--- src/rtl/drf_pkg.sv ---
package drf_pkg;
   localparam int NUM_BANKS = 2;

   typedef enum logic {
      BANK_0 = 1'b0,
      BANK_1 = 1'b1
   } bank_sel_e;
endpackage

--- src/rtl/drf_copy.sv ---
module drf_copy #(
   parameter int DATA_W   = 16,
   parameter int NUM_REGS = 16,
   parameter int IDX_W    = $clog2(NUM_REGS)
) (
   input  logic              clk,
   input  logic              rst_n,
   input  logic              we,
   input  logic [IDX_W-1:0]  widx,
   input  logic [DATA_W-1:0] wdata,
   input  logic [IDX_W-1:0]  ridx,
   output logic [DATA_W-1:0] rdata
);
   logic [DATA_W-1:0] mem [NUM_REGS];

   always_ff @(posedge clk or negedge rst_n) begin
      if (!rst_n) begin
         for (int i = 0; i < NUM_REGS; i++) mem[i] <= '0;
      end else if (we) begin
         mem[widx] <= wdata;
      end
   end

   assign rdata = mem[ridx];
endmodule

--- src/rtl/drf_bank.sv ---
module drf_bank #(
   parameter int DATA_W   = 16,
   parameter int NUM_REGS = 16,
   parameter int NCOPY    = 3,
   parameter int IDX_W    = $clog2(NUM_REGS)
) (
   input  logic                    clk,
   input  logic                    rst_n,
   input  logic                    we,
   input  logic [IDX_W-1:0]        widx,
   input  logic [DATA_W-1:0]       wdata,
   input  logic [NCOPY*IDX_W-1:0]  ridx,
   output logic [NCOPY*DATA_W-1:0] rdata
);
   for (genvar c = 0; c < NCOPY; c++) begin : g_copy
      drf_copy #(
         .DATA_W  (DATA_W),
         .NUM_REGS(NUM_REGS),
         .IDX_W   (IDX_W)
      ) u_copy (
         .clk  (clk),
         .rst_n(rst_n),
         .we   (we),
         .widx (widx),
         .wdata(wdata),
         .ridx (ridx[c*IDX_W +: IDX_W]),
         .rdata(rdata[c*DATA_W +: DATA_W])
      );
   end
endmodule

--- src/rtl/drf_read_sel.sv ---
module drf_read_sel
   import drf_pkg::*;
#(
   parameter int DATA_W = 16,
   parameter int NPORT  = 3
) (
   input  logic [NPORT-1:0]        sel,
   input  logic [NPORT*DATA_W-1:0] bank0_data,
   input  logic [NPORT*DATA_W-1:0] bank1_data,
   output logic [NPORT*DATA_W-1:0] rd_data
);
   for (genvar p = 0; p < NPORT; p++) begin : g_port
      bank_sel_e s;
      assign s = bank_sel_e'(sel[p]);
      assign rd_data[p*DATA_W +: DATA_W] = (s == BANK_1) ?
         bank1_data[p*DATA_W +: DATA_W] : bank0_data[p*DATA_W +: DATA_W];
   end
endmodule

--- src/rtl/dual_bank_regfile.sv ---
module dual_bank_regfile
   import drf_pkg::*;
#(
   parameter int DATA_W   = 16,
   parameter int NUM_REGS = 16,
   parameter int RD_PORTS = 3,
   parameter int IDX_W    = $clog2(NUM_REGS)
) (
   input  logic                       clk,
   input  logic                       rst_n,
   input  logic [NUM_BANKS-1:0]       wr_en_i,
   input  logic [NUM_BANKS*IDX_W-1:0] wr_idx_i,
   input  logic [NUM_BANKS*DATA_W-1:0] wr_data_i,
   input  logic [RD_PORTS-1:0]        rd_bank_i,
   input  logic [RD_PORTS*IDX_W-1:0]  rd_idx_i,
   output logic [RD_PORTS*DATA_W-1:0] rd_data_o
);
   localparam int BANK_RD_W = RD_PORTS * DATA_W;

   if (NUM_REGS < 2) begin : g_bad_regs
      $error("dual_bank_regfile: NUM_REGS must be at least 2");
   end
   if ((1 << IDX_W) != NUM_REGS) begin : g_bad_pow2
      $error("dual_bank_regfile: NUM_REGS must be a power of two");
   end
   if (RD_PORTS < 1) begin : g_bad_ports
      $error("dual_bank_regfile: RD_PORTS must be at least 1");
   end
   if (DATA_W < 1) begin : g_bad_width
      $error("dual_bank_regfile: DATA_W must be at least 1");
   end

   logic [BANK_RD_W-1:0] bank_rd [NUM_BANKS];

   for (genvar b = 0; b < NUM_BANKS; b++) begin : g_bank
      drf_bank #(
         .DATA_W  (DATA_W),
         .NUM_REGS(NUM_REGS),
         .NCOPY   (RD_PORTS),
         .IDX_W   (IDX_W)
      ) u_bank (
         .clk  (clk),
         .rst_n(rst_n),
         .we   (wr_en_i[b]),
         .widx (wr_idx_i[b*IDX_W +: IDX_W]),
         .wdata(wr_data_i[b*DATA_W +: DATA_W]),
         .ridx (rd_idx_i),
         .rdata(bank_rd[b])
      );
   end

   drf_read_sel #(
      .DATA_W(DATA_W),
      .NPORT (RD_PORTS)
   ) u_sel (
      .sel       (rd_bank_i),
      .bank0_data(bank_rd[0]),
      .bank1_data(bank_rd[1]),
      .rd_data   (rd_data_o)
   );
endmodule

--- config.mk ---
export PLATFORM = sky130hd
export DESIGN_NAME = dual_bank_regfile
export DESIGN_NICKNAME = d
export VERILOG_FILES = /design/src/rtl/drf_pkg.sv /design/src/rtl/drf_copy.sv /design/src/rtl/drf_bank.sv /design/src/rtl/drf_read_sel.sv /design/src/rtl/dual_bank_regfile.sv
export SDC_FILE = /design/constraint.sdc
export NUM_CORES = 1
export LEC_CHECK = 0
export ABC_AREA = 1
export BUFFER_PORTS_ARGS = -buffer_cell sky130_fd_sc_hd__buf_4
export CORE_UTILIZATION = 35
export DETAILED_ROUTE_END_ITERATION = 12
export SLEW_MARGIN = 20
export SYNTH_ARGS = -nofsm -noshare
export SYNTH_HDL_FRONTEND = slang
export SYNTH_SLANG_ARGS = --single-unit
--- constraint.sdc ---
create_clock -name clk -period 2.3 [get_ports clk]
set_input_delay 0.345 -clock clk [delete_from_list [all_inputs] [get_ports clk]]
set_output_delay 0.345 -clock clk [all_outputs]
set_load 0.03 [all_outputs]
# [Word level (Yosys, flattened, before mapping)]
# Cells that the tools add are included.
[op_classes] addsub=0 mul=0 div_mod_pow=0 n_lt_le_gt_ge=7 n_eq_ne=0 n_shift=0 n_mux=31 bitwise=5 reduce_logical=2
[op_table] operator="$bwmux 256" n=6
[op_table] operator="$bmux 16 s4" n=6
[op_table] operator="$mux 16" n=17
[op_table] operator="$demux 16 s4" n=2
[op_table] operator="$ge 5x5->1 const B" n=5
[op_table] operator="$not 4->5" n=5
[op_table] operator="$lt 5x1->1 const B" n=2
[op_table] operator="$logic_and 1x1->1" n=2
[word_totals] regBits=1536 latch_bits=0 ram_bits=0 rom_bits=0 inputBits=59 output_inout_bits=48 word_cells=141 n_memories=0

# [Depth between registers and ports, before layout]
[depth] ltp_word=6 ltp_mapped=12 ltp_nobuf=9

# [Hierarchy]
# From an unflattened synthesis, not the netlist that was laid out.
[unflattened] hier_cells=10068 area_unflattened_um2=75060.7
[by_module_without_submodules] mod="drf_copy" instances=6 cells_per_inst=1652 area_each_um2=12394.4 seq_area_each_um2=6406.1
[by_module_without_submodules] mod="drf_read_sel" instances=1 cells_per_inst=156 area_each_um2=694.4 seq_area_each_um2=0.0

# [Worst setup path before layout]
# Ideal clock, no wire load.
[synth_path] path_type="input-to-output" from="input port rd_idx_i[0]" to="output port rd_data_o[14]" arrival_ns=1.375 t_required_ns=1.955 slack_ns=0.580 stages=12 n_path_buf=3 path_cell_list="buf_6 -> inv_6 -> buf_12 -> buf_6 -> nand2_1 -> nand3_1 -> nand3_1 -> nand2_1 -> nand2_1 -> nand2_1 -> nand2_1 -> nand2_1"
[synth_via] elab_chain_len=5 elab_cells_between_ends=8 classes_between="7 x mux; 1 x bitwise"
[synth_rtl] item="from (decl)" line="dual_bank_regfile.sv:15" rtl="input logic [RD_PORTS*IDX_W-1:0] rd_idx_i,"
[synth_rtl] item="$not 4->5 (implied by the code) (*)" line="drf_copy.sv:24" rtl="assign rdata = mem[ridx];"
[synth_rtl] item="$bmux 16 s4" line="drf_copy.sv:24"
[synth_rtl] item="$mux 16 (implied by the code) (2 in series)" line="drf_copy.sv:24"
[synth_rtl] item="$mux 16 (*)" line="drf_read_sel.sv:15" rtl="assign rd_data[p*DATA_W +: DATA_W] = (s == BANK_1) ?"
[synth_rtl] item="to (decl)" line="dual_bank_regfile.sv:16" rtl="output logic [RD_PORTS*DATA_W-1:0] rd_data_o"
# Mark *: on every way between the ends. The rest lies on a longest branch, timed or not. The select of a mux whose other input is x is not followed.

# [Worst setup path in the final report]
[layout_path] from="register g_bank[0].u_bank.g_copy[2].u_copy.mem[199] in the netlist's numbering" to="output port rd_data_o[39]"
[layout_via] elab_chain_len=4
[layout_rtl] item="from (decl)" line="drf_copy.sv:14" rtl="logic [DATA_W-1:0] mem [NUM_REGS];"
[layout_rtl] item="from (signal, indexed assignment)" line="drf_copy.sv:20" rtl="mem[widx] <= wdata;"
[layout_rtl] item="$bmux 16 s4" line="drf_copy.sv:24"
[layout_rtl] item="$mux 16 (implied by the code) (2 in series)" line="drf_copy.sv:24"
[layout_rtl] item="$mux 16" line="drf_read_sel.sv:15"
# No other way between the ends. The select of a mux whose other input is x is not followed.

==> impl_metrics.yaml <==
clock_tree:
  clk_pin_slew_worst_paths_ps: 60
  root_buffer: "clkbuf_16"
  cts_buffer_depth: 3
  htreeDepth: 2
  clock_latency_ps: 670
  cts_num_sinks: 512
  cts_buffers: 59
  cts_tree: "done"
die:
  core_area_um2: 98300
  die_x_um: 317
  fp.dieH_um: 317
  pin_count: 107
  row_count: 115
  dieArea_um2: 100000
  start_util_pct: 35.3
logic_synthesis:
  synthAdderAreaFrac_pct: 0
  synth_cells: 5410
  ys_seq_area_share_pct: 37.0
  ys_ff_latch: 512
  synth_fp_nets: 5469
  synth_top_family_by_area: "simple AND/OR/NAND/NOR gates"
  synth_area_um2: 34700
  synth_warnings: 0
  synthSimpleGateAreaFrac_pct: 46.4
  synthMuxAreaShare_pct: 0
  synth_compound_area_share_pct: 7.39
  synth.avg_cell_area_um2: 6.41
  ys_types: 24
  synth_xor_area_share_pct: 0
routing:
  drc_errors: 0
  viasPerCell: 5.67
  drtAntennaViolNets: 0
  vias: 38810
  dr.pass1.iters: 6
  dr.first_iter.drc_count: 5283
  wl_per_cell_um: 22.3
  drt_wl_total_um: 152000
placed_design:
  gp_congestion: 0.928
  dp_hpwl_um: 94200
  post_dp_cell_area_um2: 37300
  io_buffers: 106
outcome:
  status: "finished, violations left"
  violations: "negative setup slack"
grt:
  overflow: 0
  grt_pass1_vias: 35073
  grt_usage_pct: 29.8
  grt_pass1_wl_um: 227000
  grt_max_degree: 82
  antenna_found_initial: 2
sta:
  worstMarginPinSlew_ps: 622
  fin_ws_ps: -24.9
  rsz0062_at_grt: "yes"
  post-route-period-util_pct: 101
  totalNegativeSetupSlack_ps: -128
  max-slew-margin-rel_pct: 58.4
  period_minus_slack_ps: 2320
  fin_worst_skew_ps: 0
  drv_slew: 0
  setup_viol: 12
  hold_violations: 0
  clock.fmax_ghz: 0.430
finish:
  drive_gt1_share_pct: 16.8
  top_register: "g_bank.u_bank.g_copy.u_copy.mem"
  reg_top3: "g_bank.u_bank.g_copy.u_copy.mem x512"
  diodes: 0
  stdcell_area_um2: 42100
  area_growth_pct: 21.5
  utilization_pct: 42.9
  largest_reg_flops: 512
  nets: 5567
worst_setup_path:
  cp.depth: 9
  path_delay_family: "simple AND/OR/NAND/NOR gates"
  critPathCaptureType: "output port"
  max_stage_delay_ps: 430
  reg2reg_to: "g_bank[0].u_bank.g_copy[2].u_copy.mem[197]"
  r2r_slack_ps: 1230
  start_kind: "register"
  rr_startpoint: "g_bank[0].u_bank.g_copy[2].u_copy.mem[197]"
  critPathMaxFanout: 4
  critical_path_buf_inv_count: 1
  reg2reg_depth: 5
  slowest_stage: "dfrtp_1"
  crit_required_ps: 1960
  path_cells: "nand2_1, nand3_1, nand3_1, nand2_1, nand2_1, nand2_2, nand2_4, nand2_4, buf_6"
  cp.arrival_ps: 1980
  crit_top_cell: "nand2_1"
  worstSetupPathType: "reg -> out"
power:
  vdd_drop_max_mv: 0.633
  finalPower_mw: 33.8
  leakage_nw: 20.2
  power_density_nw_per_um2: 802
run:
  cap_violations: 0
hold_path:
  hp-class: "in -> async"
per-stage QoR:
| step | setup WS, ps | instances | hold slack (ps) |
|---|---|---|---|
| 2_1_floorplan | 580 | 5410 | 49.4 |
| 3_3_place_gp | -60.9 | 6589 | 273 |
| 3_5_place_dp | -22.1 | 6589 | 275 |
| 4_1_cts | -53.6 | 6782 | 149 |
| 5_1_grt | -80.2 | 6842 | 212 |
| 6_report | -24.9 | 6842 | 161 |
Yosys cell counts, drive strengths merged:
cell type | instances | share of area (%)
nand2 | 2565 | 28
o21ai | 384 | 5.5
nor3 | 1 | 0.047
nand4 | 1 | 0.018
dfrtp | 512 | 37
and3 | 1 | 0.018
clkbuf | 121 | 1.3
buf | 332 | 7.3
inv | 58 | 0.67
nand3 | 1162 | 17
a21oi | 128 | 1.8
nor2 | 145 | 1.7
logic make-up (layout without fill, tap and decap cells):
family          count (synthesis)  after routing
simple gates                 3875           3875
compound gates                512            512
flops                         512            512
buf+inv                       511            656
how the worst max path moves through the flow:
stage	from	end	slack, ps
after floorplan	rd_idx_i[0]	rd_data_o[14]	580
after global placement	rd_idx_i[8]	rd_data_o[43]	-60
after detailed placement	rd_idx_i[8]	rd_data_o[43]	-20
after CTS	g_bank[0].u_bank.g_copy[2].u_copy.mem[229]	rd_data_o[37]	-50
after global routing	g_bank[0].u_bank.g_copy[2].u_copy.mem[74]	rd_data_o[26]	-80
final	g_bank[0].u_bank.g_copy[2].u_copy.mem[199]	rd_data_o[39]	-20
what timing repair did:
action,in CTS,in global routing
endpoints found under the hold margin,190,0
buffers inserted,86,60
hold buffers,1,0
endpoints found under the setup margin,48,48
pin swaps,95,272
resized for setup,224,254
routing by layer:
layer / track usage (%) / share of wire (%) / vias to the layer above
met4: 11.8 / 4.6 / 4
li1: - / - / 17745
met2: 43.9 / 42 / 2524
met1: 41.8 / 41 / 18056
met5: 0 / 0.016 / -
met3: 7.07 / 13 / 481
cell type report:
cell class / instances / area (um2)
clock buffers: 76 / 1670
clock inverters: 32 / 435
fillers: 10052 / 56200
inverters: 58 / 263
multi-input cells: 4387 / 20100
flip-flops and latches: 512 / 12800
well taps: 1287 / 1610
repair buffers: 490 / 5260
cells in the final DEF (no fill, tap or decap), types with 4 or more instances in the layout:
cell type   instances
o21ai_0           362
buf_8               9
clkinvlp_4          5
nor2_1            135
nand3_1          1092
inv_6               4
nand2_4            89
dfrtp_1           506
a21oi_1           128
o21ai_1            22
nand3_2            70
buf_4             313
nand2_2           152
buf_6              67
bufinv_16          10
clkbuf_16          60
nand2_1          2323
inv_1              43
nor2_4              8
clkbuf_1            5
clkinv_2           19
clkbuf_8           11
buf_12             99
dfrtp_2             6
where the power goes:
group / switching, mW / total, mW / leakage, nW / internal, mW
sequential: 2.19 / 13.1 / 6.33 / 10.9
clock: 4.30 / 10.5 / 1.04 / 6.22
combinational: 5.95 / 10.2 / 12.9 / 4.20
(Power assumes the default switching activity.)
